`src/rtl/aes_ks_pkg.sv`:
```
package aes_ks_pkg;

    localparam int BYTE_W  = 8;
    localparam int WORD_W  = 4 * BYTE_W;
    localparam int NWORDS  = 4;
    localparam int KEY_W   = NWORDS * WORD_W;
    localparam logic [BYTE_W:0] GF_POLY   = 9'h11B;
    localparam logic [BYTE_W-1:0] AFF_C   = 8'h63;
    localparam logic [BYTE_W-1:0] RC_FWD0 = 8'h01;
    localparam logic [BYTE_W-1:0] RC_BWD0 = 8'h36;

    typedef logic [BYTE_W-1:0] byte_t;
    typedef logic [WORD_W-1:0] word_t;

    typedef struct packed {
        word_t w0;
        word_t w1;
        word_t w2;
        word_t w3;
    } key_t;

    typedef enum logic {DIR_FWD = 1'b0, DIR_BWD = 1'b1} dir_e;

    function automatic byte_t gf_dbl(byte_t a);
        gf_dbl = {a[BYTE_W-2:0], 1'b0} ^ (a[BYTE_W-1] ? GF_POLY[BYTE_W-1:0] : '0);
    endfunction

    function automatic byte_t gf_half(byte_t a);
        logic [BYTE_W:0] t;
        t = a[0] ? ({1'b0, a} ^ GF_POLY) : {1'b0, a};
        gf_half = t[BYTE_W:1];
    endfunction

    function automatic byte_t gf_mul(byte_t a, byte_t b);
        byte_t p, s;
        p = '0;
        s = a;
        for (int i = 0; i < BYTE_W; i++) begin
            if (b[i]) p = p ^ s;
            s = gf_dbl(s);
        end
        gf_mul = p;
    endfunction

    // a^254 is the multiplicative inverse, and maps 0 to 0
    function automatic byte_t gf_inv(byte_t a);
        byte_t sq, acc;
        sq  = a;
        acc = 8'h01;
        for (int i = 1; i < BYTE_W; i++) begin
            sq  = gf_mul(sq, sq);
            acc = gf_mul(acc, sq);
        end
        gf_inv = acc;
    endfunction

    function automatic byte_t rotl8(byte_t x, int n);
        rotl8 = (x << n) | (x >> (BYTE_W - n));
    endfunction

    function automatic byte_t sbox_affine(byte_t b);
        byte_t r;
        r = b;
        for (int k = 1; k <= 4; k++) r = r ^ rotl8(b, k);
        sbox_affine = r ^ AFF_C;
    endfunction

    function automatic word_t rot_word(word_t w);
        rot_word = {w[WORD_W-BYTE_W-1:0], w[WORD_W-1:WORD_W-BYTE_W]};
    endfunction

endpackage

```
`src/rtl/ks_sbox.sv`:
```
module ks_sbox
    import aes_ks_pkg::*;
(
    input  byte_t in_b,
    output byte_t out_b
);
    byte_t inv_b;
    assign inv_b = gf_inv(in_b);
    assign out_b = sbox_affine(inv_b);
endmodule

```
`src/rtl/ks_rcon.sv`:
```
module ks_rcon
    import aes_ks_pkg::*;
(
    input  logic  clk,
    input  logic  rst,
    input  logic  load_i,
    input  logic  bwd_load_i,
    input  logic  adv_i,
    input  dir_e  dir_q_i,
    output byte_t rc_o
);
    byte_t rc_q;

    always_ff @(posedge clk) begin
        if (rst)            rc_q <= RC_FWD0;
        else if (load_i)    rc_q <= bwd_load_i ? RC_BWD0 : RC_FWD0;
        else if (adv_i)     rc_q <= (dir_q_i == DIR_BWD) ? gf_half(rc_q) : gf_dbl(rc_q);
    end

    assign rc_o = rc_q;


    rc_fwd_start_chk: assert property (@(posedge clk) disable iff (rst)
        (load_i && !bwd_load_i) |=> (rc_q == RC_FWD0));

    rc_bwd_start_chk: assert property (@(posedge clk) disable iff (rst)
        (load_i && bwd_load_i) |=> (rc_q == RC_BWD0));

    rc_nonzero_chk: assert property (@(posedge clk) disable iff (rst)
        rc_q != '0);
endmodule

```
`src/rtl/ks_step.sv`:
```
module ks_step
    import aes_ks_pkg::*;
(
    input  key_t  cur_i,
    input  dir_e  dir_i,
    input  byte_t rc_i,
    output key_t  nxt_o
);
    // forward chain copy
    word_t f1, f2, f3;
    // backward chain copy (kept apart for depth)
    word_t b1, b2, b3;
    word_t sub_in, sub_out, w0_new;

    assign b3 = cur_i.w3 ^ cur_i.w2;
    assign b2 = cur_i.w2 ^ cur_i.w1;
    assign b1 = cur_i.w1 ^ cur_i.w0;

    // shared substitution: both directions feed the freshly final last word
    assign sub_in = rot_word((dir_i == DIR_BWD) ? b3 : cur_i.w3);

    for (genvar g = 0; g < NWORDS; g++) begin : g_sub
        ks_sbox u_sb (
            .in_b  (sub_in[g*BYTE_W +: BYTE_W]),
            .out_b (sub_out[g*BYTE_W +: BYTE_W])
        );
    end

    assign w0_new = cur_i.w0 ^ sub_out ^ {rc_i, {(WORD_W-BYTE_W){1'b0}}};

    assign f1 = cur_i.w1 ^ w0_new;
    assign f2 = cur_i.w2 ^ f1;
    assign f3 = cur_i.w3 ^ f2;

    always_comb begin
        if (dir_i == DIR_BWD) nxt_o = '{w0: w0_new, w1: b1, w2: b2, w3: b3};
        else                  nxt_o = '{w0: w0_new, w1: f1, w2: f2, w3: f3};
    end
endmodule

```
`src/rtl/aes_ks_otf.sv`:
```
module aes_ks_otf
    import aes_ks_pkg::*;
(
    input  logic             clk,
    input  logic             rst,
    input  logic             load_i,
    input  logic             decrypt_i,
    input  logic [KEY_W-1:0] key_i,
    input  logic             advance_i,
    output logic [KEY_W-1:0] rkey_o
);
    key_t  key_q, key_nxt;
    dir_e  dir_q;
    byte_t rc;

    ks_rcon u_rcon (
        .clk        (clk),
        .rst        (rst),
        .load_i     (load_i),
        .bwd_load_i (decrypt_i),
        .adv_i      (advance_i),
        .dir_q_i    (dir_q),
        .rc_o       (rc)
    );

    ks_step u_step (
        .cur_i (key_q),
        .dir_i (dir_q),
        .rc_i  (rc),
        .nxt_o (key_nxt)
    );

    always_ff @(posedge clk) begin
        if (rst) begin
            key_q <= '0;
            dir_q <= DIR_FWD;
        end else if (load_i) begin
            key_q <= key_t'(key_i);
            dir_q <= decrypt_i ? DIR_BWD : DIR_FWD;
        end else if (advance_i) begin
            key_q <= key_nxt;
        end
    end

    assign rkey_o = key_q;


    load_capture_chk: assert property (@(posedge clk) disable iff (rst)
        load_i |=> (rkey_o == $past(key_i)));

    idle_hold_chk: assert property (@(posedge clk) disable iff (rst)
        (!load_i && !advance_i) |=> $stable(rkey_o));

    dir_hold_chk: assert property (@(posedge clk) disable iff (rst)
        !load_i |=> $stable(dir_q));

    fwd_chain_chk: assert property (@(posedge clk) disable iff (rst)
        (!load_i && advance_i && dir_q == DIR_FWD) |=>
        (key_q.w3 == ($past(key_q.w3) ^ key_q.w2)));

    bwd_chain_chk: assert property (@(posedge clk) disable iff (rst)
        (!load_i && advance_i && dir_q == DIR_BWD) |=>
        (key_q.w1 == ($past(key_q.w1) ^ $past(key_q.w0))));
endmodule

```
`config.mk`:
```
export PLATFORM = sky130hd
export DESIGN_NAME = aes_ks_otf
export DESIGN_NICKNAME = d
export VERILOG_FILES = /design/src/rtl/aes_ks_pkg.sv /design/src/rtl/ks_sbox.sv /design/src/rtl/ks_rcon.sv /design/src/rtl/ks_step.sv /design/src/rtl/aes_ks_otf.sv
export SDC_FILE = /design/constraint.sdc
export NUM_CORES = 2
export LEC_CHECK = 0
export ABC_CLOCK_PERIOD_IN_PS = 24600
export CORE_MARGIN = 3
export CORE_UTILIZATION = 50
export CTS_BUF_LIST = sky130_fd_sc_hd__clkbuf_8
export DETAILED_ROUTE_END_ITERATION = 6
export DONT_BUFFER_PORTS = 1
export GPL_ROUTABILITY_DRIVEN = 0
export GPL_TIMING_DRIVEN = 0
export RECOVER_POWER = 100
export SETUP_SLACK_MARGIN = 0.05
export SLEW_MARGIN = 40
export SYNTH_ARGS = -nofsm -noshare
export SYNTH_HDL_FRONTEND = slang
export SYNTH_SLANG_ARGS = --single-unit
```
`constraint.sdc`:
```
create_clock -name clk -period 24.6 [get_ports clk]
set_clock_uncertainty 0.05 [all_clocks]
set_input_delay 1.23 -clock clk [delete_from_list [all_inputs] [get_ports clk]]
set_output_delay 1.23 -clock clk [all_outputs]
set_load 0.005 [all_outputs]
```
==> results_dict.tcl <==
set metrics [dict create \
    synth_warnings 0 \
    post-route-cell-area_um2 70500 \
    start_util_pct 50.7 \
    htree_levels 4 \
    ant_nets 0 \
    track_usage_pct 35.4 \
    finalSetupTns_ns 0 \
    critPathBufInv 20 \
    synth_edf_count 0 \
    grt_pass1_vias 62000 \
    wire_per_inst_um 23.5 \
    multi_input_area_um2 61700 \
    relSlewSlack_pct 25.4 \
    grt_max_degree 17 \
    cts_tree "yes" \
    cts_buffers 17 \
    worstMarginPinSlew_ns 1.12 \
    path_delay_family "XOR/XNOR gates" \
    layout_common_cells "xnor2_1, nor2_1, nand2_1, xor2_1, a21oi_1" \
    reg2reg_to "rkey_o[53]" \
    critical_path.most_common_cell "xnor2_1" \
    maxCapViolCount 0 \
    syn_nets 9295 \
    clock-sinks 137 \
    reg2reg_depth 77 \
    ys.flop_type "dfxtp_1" \
    dp_hpwl_mm 202 \
    fillCellCount 13200 \
    via_per_inst 6.18 \
    hp-class "reg -> reg" \
    run_status "complete, but fails checks" \
    crit_path_end_kind "flip-flop" \
    grt_overflow_total 0 \
    required_ns 24.99 \
    die_h_um 372 \
    antenna_found_initial 54 \
    syn_area_um2 67100 \
    seqCellArea_um2 2740 \
    async_reset_ff_share_pct 0 \
    rrSetupSlack_ns 0.91 \
    dp_cells 10900 \
    critPathMaxStageDelay_ns 0.70 \
    critPathCapture "rkey_o[53]" \
    timing.hold.ws_ns 0.570 \
    cts_hold_buf 0 \
    routed_wl_mm 258 \
    final_cells 11000 \
    synth_area_per_cell_um2 7.34 \
    root_buffer "clkbuf_8" \
    worstSetupPathType "reg -> reg" \
    max_freq_mhz 42.2 \
    crit_path_start "dir_q" \
    cts_resized 0 \
    finalSetupViolCount 0 \
    finalMaxSlewViolations 0 \
    ys_types 120 \
    layout_min_cycle_time_ns 23.69 \
    layout.nets 9315 \
    io_pins 261 \
    core_area_um2 132000 \
    drt_iter0_drc 8241 \
    num_vias 67900 \
    grt_pass1_wl_mm 386 \
    portBuffers 0 \
    place_area_um2 69700 \
    cts.clk_slew.worst_paths_ns 0.12 \
    fp.dieArea_um2 139000 \
    clk_path_buf_depth 2 \
    violations "DRC" \
    hold_viol 0 \
    final_common_cell "xnor2_1" \
    area_growth_pct 4.98 \
    timing.rr.start "dir_q" \
    dr.pass1.iters 7 \
    drive_gt1_share_pct 6.96 \
    arrival_ns 24.08 \
    post_cts_buffers 0 \
    worst-path-stages 77 \
    startpoint_type "flip-flop" \
    netlist_instances 9143 \
    fin_crit_sh_pct 96.3 \
    ys_seq_area_share_pct 4.08 \
    die_w_um 372 \
    ys_seq_elements 137 \
    rsz0062_at_grt "no" \
    path_max_fanout 10 \
    drc 1 \
    row_count 133 \
    critPathSlowestCell "xnor3_1" \
    clk_latency_ns 0.59 \
]
## cell usage after synthesis, types with 19 or more instances
library cell | n | share of area [%]
a211o_1 | 20 | 0.26
a211oi_1 | 106 | 1.2
a21boi_0 | 25 | 0.28
a21o_1 | 23 | 0.26
a21oi_1 | 528 | 3.9
a22oi_1 | 57 | 0.64
a31oi_1 | 71 | 0.66
a32oi_1 | 51 | 0.67
and2_1 | 67 | 0.62
and3_1 | 40 | 0.37
buf_1 | 80 | 0.45
buf_2 | 143 | 1.1
buf_4 | 29 | 0.32
clkbuf_1 | 394 | 2.2
dfxtp_1 | 137 | 4.1
ha_1 | 19 | 0.35
inv_1 | 75 | 0.42
mux2_2 | 41 | 0.69
mux2i_1 | 252 | 3.8
nand2_1 | 847 | 4.7
nand2b_1 | 99 | 0.92
nand3_1 | 174 | 1.3
nand3b_1 | 29 | 0.32
nor2_1 | 1376 | 7.7
nor2b_1 | 93 | 0.87
nor3_1 | 210 | 1.6
nor3b_1 | 19 | 0.21
o211ai_1 | 73 | 0.82
o21a_1 | 28 | 0.31
o21ai_0 | 393 | 2.9
o21ai_1 | 52 | 0.39
o221ai_1 | 33 | 0.43
o22ai_1 | 151 | 1.4
o31ai_1 | 30 | 0.34
o32ai_1 | 25 | 0.33
or3_1 | 35 | 0.33
xnor2_1 | 1821 | 24
xnor2_2 | 88 | 2.1
xnor2_4 | 20 | 0.82
xnor3_1 | 295 | 9.9
xnor3_2 | 20 | 0.71
xor2_1 | 564 | 7.4
xor2_2 | 34 | 0.82
xor3_1 | 41 | 1.5
## cells by family after synthesis
| kind of cell | count (synthesis) | synth area share [%] |
|---|---|---|
| mux | 301 | 4.64 |
| fa+ha+maj | 24 | 0.429 |
| flops | 137 | 4.08 |
| simple gates | 3114 | 20.3 |
| xor+xnor | 2894 | 47.4 |
| buf+inv | 762 | 4.86 |
| compound gates | 1911 | 18.3 |
## area by class of cell
class                           count  area share, %
Buffer                            661           4.14
Inverter                          101          0.538
Multi-Input combinational cell   8244           87.6
Antenna cell                       48          0.170
Clock inverter                     14          0.229
Timing Repair Buffer                1         0.0106
Sequential cell                   137           3.89
Clock buffer                       18          0.351
Tap cell                         1755           3.12
## state kept, by name, summed over array words and instances (netlist names)
register and flops:
rkey_o 128, dir_q 1, u_rcon.rc_o 8
## tightest hold or removal path: cells and delay by family, from the launching register on
| kind | cells | cell delay, ns |
|---|---|---|
| AO/OA/AOI/OAI | 1 | 0.10 |
| flip-flops | 1 | 0.36 |
| multiplexers | 1 | 0.12 |
## metrics by stage
| stage | worst slack, ns | util, % |
|---|---|---|
| floorplan | 7.17 | - |
| global placement | 0.333 | 52.3 |
| detailed placement | 0.852 | 52.6 |
| CTS | 0.711 | 53.0 |
| global route | 0.103 | 53.2 |
| finish | 0.910 | 53.2 |
## routing by layer
layer  routed length, µm  up-vias  part of all wire [%]  GRT usage, %
met5                 488        -                  0.19             0
met4                8660       30                   3.4          10.8
li1                    -    31400                     -             -
met3               31600      548                    12          11.9
met2              108000     3471                    42          52.5
met1              109000    32500                    42          48.3
## how the worst min path moves through the flow
stage                   startpoint             end  slack (ns)  depth (start not counted)
floorplan           u_rcon.rc_o[6]  u_rcon.rc_o[6]        0.46                          2
global placement    u_rcon.rc_o[6]  u_rcon.rc_o[6]        0.53                          2
detailed placement  u_rcon.rc_o[5]  u_rcon.rc_o[6]        0.55                          2
CTS                 u_rcon.rc_o[5]  u_rcon.rc_o[6]        0.56                          2
global route        u_rcon.rc_o[6]  u_rcon.rc_o[6]        0.58                          2
finish              u_rcon.rc_o[5]  u_rcon.rc_o[6]        0.57                          2
Power is not shown: default switching activity piles up to over one toggle a cycle in this logic, so the estimate is an artifact.
